File: src/rtl/host_gate_pkg.sv
package host_gate_pkg;

  // Strobes sent from control to datapath each cycle
  typedef struct packed {
    logic fwdStb;      // forward current host write to local side
    logic gateLoad;    // load gate bit from host data
    logic gateLocalEn; // local write may touch gate bit
    logic portLocalWr; // local write to other port bits
  } gateStrb_t;

endpackage

File: src/rtl/host_gate_ctrl.sv
module host_gate_ctrl
  import host_gate_pkg::*;
#(
  parameter int DATA_W = 8,
  parameter logic [DATA_W-1:0] CMD_CODE = 8'hD1
) (
  input  logic              clk,
  input  logic              rstN,
  input  logic              armPulse,
  input  logic              hostWr,
  input  logic              hostA0,
  input  logic [DATA_W-1:0] hostData,
  input  logic              localWr,
  output gateStrb_t         strb
);

  logic armed;
  logic pending;
  logic isGateCmd;
  logic isHostData;

  assign isGateCmd  = hostWr && hostA0 && (hostData == CMD_CODE);
  assign isHostData = hostWr && !hostA0;

  always_comb begin
    strb.fwdStb      = hostWr && !(armed && (isGateCmd || (pending && isHostData)));
    strb.gateLoad    = armed && pending && isHostData;
    strb.gateLocalEn = localWr && !armed;
    strb.portLocalWr = localWr;
  end

  always_ff @(posedge clk) begin
    if (!rstN) begin
      armed <= 1'b0;
    end else if (armPulse) begin
      armed <= 1'b1;
    end
  end

  always_ff @(posedge clk) begin
    if (!rstN || !armed) begin
      pending <= 1'b0;
    end else if (hostWr) begin
      pending <= hostA0 && (hostData == CMD_CODE);
    end
  end


  arm_hold_chk: assert property (@(posedge clk) disable iff (!rstN)
    armed |=> armed);


  pend_armed_chk: assert property (@(posedge clk) disable iff (!rstN)
    pending |-> armed);


  pend_rise_chk: assert property (@(posedge clk) disable iff (!rstN)
    $rose(pending) |-> $past(hostWr && hostA0));


  load_ends_chk: assert property (@(posedge clk) disable iff (!rstN)
    strb.gateLoad |=> !pending);

endmodule

File: src/rtl/host_gate_dp.sv
module host_gate_dp
  import host_gate_pkg::*;
#(
  parameter int PORT_W = 8,
  parameter int DATA_W = 8,
  parameter int GATE_BIT = 1,
  parameter logic [PORT_W-1:0] RST_VAL = '1
) (
  input  logic              clk,
  input  logic              rstN,
  input  gateStrb_t         strb,
  input  logic              hostA0,
  input  logic [DATA_W-1:0] hostData,
  input  logic [PORT_W-1:0] localData,
  output logic [PORT_W-1:0] portQ,
  output logic              fwdValid,
  output logic              fwdIsCmd,
  output logic [DATA_W-1:0] fwdData
);

  for (genvar i = 0; i < PORT_W; i++) begin : g_bit
    if (i == GATE_BIT) begin : g_gate
      always_ff @(posedge clk) begin
        if (!rstN) begin
          portQ[i] <= RST_VAL[i];
        end else if (strb.gateLoad) begin
          portQ[i] <= hostData[GATE_BIT];
        end else if (strb.gateLocalEn) begin
          portQ[i] <= localData[i];
        end
      end
    end else begin : g_plain
      always_ff @(posedge clk) begin
        if (!rstN) begin
          portQ[i] <= RST_VAL[i];
        end else if (strb.portLocalWr) begin
          portQ[i] <= localData[i];
        end
      end
    end
  end

  always_ff @(posedge clk) begin
    if (!rstN) begin
      fwdValid <= 1'b0;
      fwdIsCmd <= 1'b0;
      fwdData  <= '0;
    end else begin
      fwdValid <= strb.fwdStb;
      if (strb.fwdStb) begin
        fwdIsCmd <= hostA0;
        fwdData  <= hostData;
      end
    end
  end


  gate_hold_chk: assert property (@(posedge clk) disable iff (!rstN)
    (!strb.gateLoad && !strb.gateLocalEn) |=> $stable(portQ[GATE_BIT]));


  fwd_on_chk: assert property (@(posedge clk) disable iff (!rstN)
    strb.fwdStb |=> fwdValid);


  fwd_off_chk: assert property (@(posedge clk) disable iff (!rstN)
    !strb.fwdStb |=> !fwdValid);

endmodule

File: src/rtl/host_gate_out.sv
module host_gate_out
  import host_gate_pkg::*;
#(
  parameter int PORT_W = 8,
  parameter int DATA_W = 8,
  parameter int GATE_BIT = 1,
  parameter logic [DATA_W-1:0] CMD_CODE = 8'hD1,
  parameter logic [PORT_W-1:0] RST_VAL = '1
) (
  input  logic              clk,
  input  logic              rstN,
  input  logic              armPulse,
  input  logic              hostWr,
  input  logic              hostA0,
  input  logic [DATA_W-1:0] hostData,
  input  logic              localWr,
  input  logic [PORT_W-1:0] localData,
  output logic [PORT_W-1:0] portOut,
  output logic [PORT_W-1:0] portRd,
  output logic              fwdValid,
  output logic              fwdIsCmd,
  output logic [DATA_W-1:0] fwdData
);

  gateStrb_t strb;

  host_gate_ctrl #(
    .DATA_W  (DATA_W),
    .CMD_CODE(CMD_CODE)
  ) u_ctrl (
    .clk     (clk),
    .rstN    (rstN),
    .armPulse(armPulse),
    .hostWr  (hostWr),
    .hostA0  (hostA0),
    .hostData(hostData),
    .localWr (localWr),
    .strb    (strb)
  );

  host_gate_dp #(
    .PORT_W  (PORT_W),
    .DATA_W  (DATA_W),
    .GATE_BIT(GATE_BIT),
    .RST_VAL (RST_VAL)
  ) u_dp (
    .clk      (clk),
    .rstN     (rstN),
    .strb     (strb),
    .hostA0   (hostA0),
    .hostData (hostData),
    .localData(localData),
    .portQ    (portOut),
    .fwdValid (fwdValid),
    .fwdIsCmd (fwdIsCmd),
    .fwdData  (fwdData)
  );

  // read-back is the live port level
  assign portRd = portOut;

endmodule

File: config.mk
export PLATFORM = sky130hd
export DESIGN_NAME = host_gate_out
export DESIGN_NICKNAME = d
export VERILOG_FILES = /design/src/rtl/host_gate_pkg.sv /design/src/rtl/host_gate_ctrl.sv /design/src/rtl/host_gate_dp.sv /design/src/rtl/host_gate_out.sv
export SDC_FILE = /design/constraint.sdc
export NUM_CORES = 1
export LEC_CHECK = 0
export CORE_MARGIN = 3
export CORE_UTILIZATION = 37
export CTS_CLUSTER_SIZE = 16
export DETAILED_ROUTE_END_ITERATION = 8
export PLACE_DENSITY = 0.77
export RECOVER_POWER = 25
export SYNTH_ARGS = -nofsm -noshare
export SYNTH_HDL_FRONTEND = slang
export SYNTH_HIERARCHICAL = 1
export SYNTH_SLANG_ARGS = --single-unit
File: constraint.sdc
create_clock -name clk -period 1.85 [get_ports clk]
set_clock_uncertainty 0.15 [all_clocks]
set_input_delay 0.555 -clock clk [delete_from_list [all_inputs] [get_ports clk]]
set_output_delay 0.555 -clock clk [all_outputs]
set_load 0.01 [all_outputs]
==> flow_summary.ini <==
[floorplan]
die_x_um = 54.5
rows = 16
initial_utilization_pct = 41.8
ios = 48
fp.dieH_um = 54.5
die_area_um2 = 2970
core-area_um2 = 2080

[timing]
setup_viol = 0
max_freq_ghz = 0.557
maxSlewViolCount = 0
finalCritPeriodShare_pct = 97.0
setup_ws_ps = 55.6
slew_headroom_pct = 66.7
finalSetupTns_ps = 0
tightestPinTransition_ps = 499
final.hold.worst_slack_ps = 348
period_minus_slack_ps = 1790
hold_viol_final = 0

[detailed_routing]
dr_wl_met2_um = 976
first_iter_violations = 2
top_layer = met4
remaining_drc_errors = 0
wl_met3_um = 234
vias = 735
drt_wl_total_um = 2030
post_drt_wl_per_cell_um = 12.9
dr.pass1.iters = 3
via_per_inst = 4.68
ant_nets = 0
drt-met1-wl_um = 797

[place]
hpwl_um = 1560
gp_congestion = 0.777
placed_cell_area_um2 = 1330
io_buffers = 47
place_worst_setup_slack_ps = -384

[global_routing]
grt_first_pass_wirelength_um = 3120
gr-total-overflow = 0
grt_max_degree = 11
antenna_found_initial = 0
first_global_vias = 733
grt_use_total_pct = 14.6

[critical_path]
slowest_stage = clkdlybuf4s50_1
r2r_cells = 6
crit_path_cell_trace = clkdlybuf4s50_1 > nand2_1 > nor3_2 > a21oi_2 > buf_6 > mux2i_1 > nor2b_1
criticalPathCategory = in -> reg
crit_arrival_ps = 1840
path_max_fanout = 7
slowest_delay_ps = 530
start_kind = input pin
worst_setup_path_end_kind = flip-flop
r2r_slack_ps = 470
worst-endpoint-required_ps = 1890

[yosys]
synth_top_cell_by_area = dfxtp_1
netlist.area_leader.share_pct = 46.0
synth_warnings = 6
ys_ff_latch = 20
ys.flop_type = dfxtp_1
seq_area_frac_synth_pct = 46.0
syn_area_per_cell_um2 = 10.6
synth.distinct_cells = 18
async_reset_ff_share_pct = 0
synth.net_count = 104
synth_edf_count = 0
syn_inst = 82
synth_area_um2 = 870
synthTopCellsByCount = dfxtp_1 (20), mux2i_1 (17), buf_4 (10), nor2b_1 (10), nand2_1 (9)
yosysMostFrequentCell = dfxtp_1
synthTopCellsByArea = dfxtp_1 (46%), mux2i_1 (20%), buf_4 (8.6%)

[clocking]
cts_buffers = 3
cts.sinks = 20
clk_path_buf_depth = 2
path_clk_slew_ps = 110
cts_tree = yes
htreeDepth = 1
cts_root_buf = clkbuf_4
insertion_delay_ps = 290

[pwr]
ir_drop_uv = 381
powerDensity_nw_per_um2 = 625
leakage_nw = 0.633
finalPower_mw = 0.846

[hold_path]
whs_path_depth = 2
worst_hold_path_type = reg -> reg

[run]
drv_cap = 0

[finish]
fin_area_um2 = 1350
area_delta_synth_final_pct = 55.5
final_layout_size_suffix_gt1_share_pct = 12.3
finalNetCount = 154
n_antenna_cell = 0

[status]
status = completed
==> registers in the layout, indices dropped and copies added (netlist names) <==
signal	count
u_ctrl/armed	1
u_ctrl/pending	1
u_dp/fwdData	8
u_dp/fwdIsCmd	1
u_dp/fwdValid	1
u_dp/portQ	8
==> final timing paths <==
kind	startpoint	endpoint
worst max-delay path	hostA0	u_dp/fwdData[7]$_SDFFE_PN0P_
worst min-delay path	u_dp/portQ[3]$_SDFFE_PN1P_	u_dp/portQ[3]$_SDFFE_PN1P_
worst max register to register	u_ctrl/armed$_SDFFE_PN0P_	u_dp/fwdData[7]$_SDFFE_PN0P_
worst min register to register	u_dp/portQ[3]$_SDFFE_PN1P_	u_dp/portQ[3]$_SDFFE_PN1P_
==> cell families after synthesis <==
group | count (synthesis) | share of synthesized area (%)
buffers and inverters | 14 | 12.9
muxes | 17 | 19.6
DFF | 20 | 46.0
and+or+nand+nor | 26 | 17.6
AOI/OAI and AO/OA | 5 | 3.88
==> worst max-delay path: cells and delay by family <==
| kind | cells | cell delay [ps] |
|---|---|---|
| AND/OR/NAND/NOR | 3 | 340 |
| multiplexers | 1 | 150 |
| buffers and inverters | 2 | 680 |
| AO/OA/AOI/OAI | 1 | 100 |
==> cell usage in the layout (no fill, tap or decap), types with 2 or more instances in the layout <==
cell             Yosys  layout
buf_4               10       9
clkbuf_4             0       3
clkdlybuf4s50_1      0      15
dfxtp_1             20      20
dlygate4sd2_1        0      27
dlygate4sd3_1        0       2
dlymetal6s2s_1       0       3
mux2i_1             17      17
nand2_1              9       9
nor2b_1             10      10
nor3b_1              2       2
==> final cells by class <==
cell class                 count  area (um^2)
fill                         199          729
timing repair buffer          58          527
sequential                    20          400
multi-input combinational     48          365
tap                           27         33.8
clock buffer                   3         22.5
inverter                       1         3.75
==> stage by stage <==
stage               std cells  utilization (%)
global placement          151             63.6
CTS                       157             64.5
detailed placement        151             63.6
finish                    157             65.0
global route              157             65.0
floorplan                  82                -
==> power by group <==
group / internal (mW) / switching, mW
registers: 0.455 / 0.0142
clock network: 0.0757 / 0.123
logic: 0.106 / 0.0713
total: 0.637 / 0.209
==> metal layers <==
layer	GRT usage, %	vias to the layer above
met1	16.1	328
li1	-	363
met4	6.22	0
met3	4.63	2
met5	0	-
met2	25.5	42
==> repair_timing <==
| action | CTS | global route |
|---|---|---|
| hold buffers | 0 | 0 |
| setup endpoints to repair | 34 | 11 |
| pin swaps | 2 | 3 |
| gates resized for setup | 29 | 4 |
| buffers inserted | 3 | 0 |
| gates cloned | 0 | 0 |
Power figures use the tool's default switching activity.
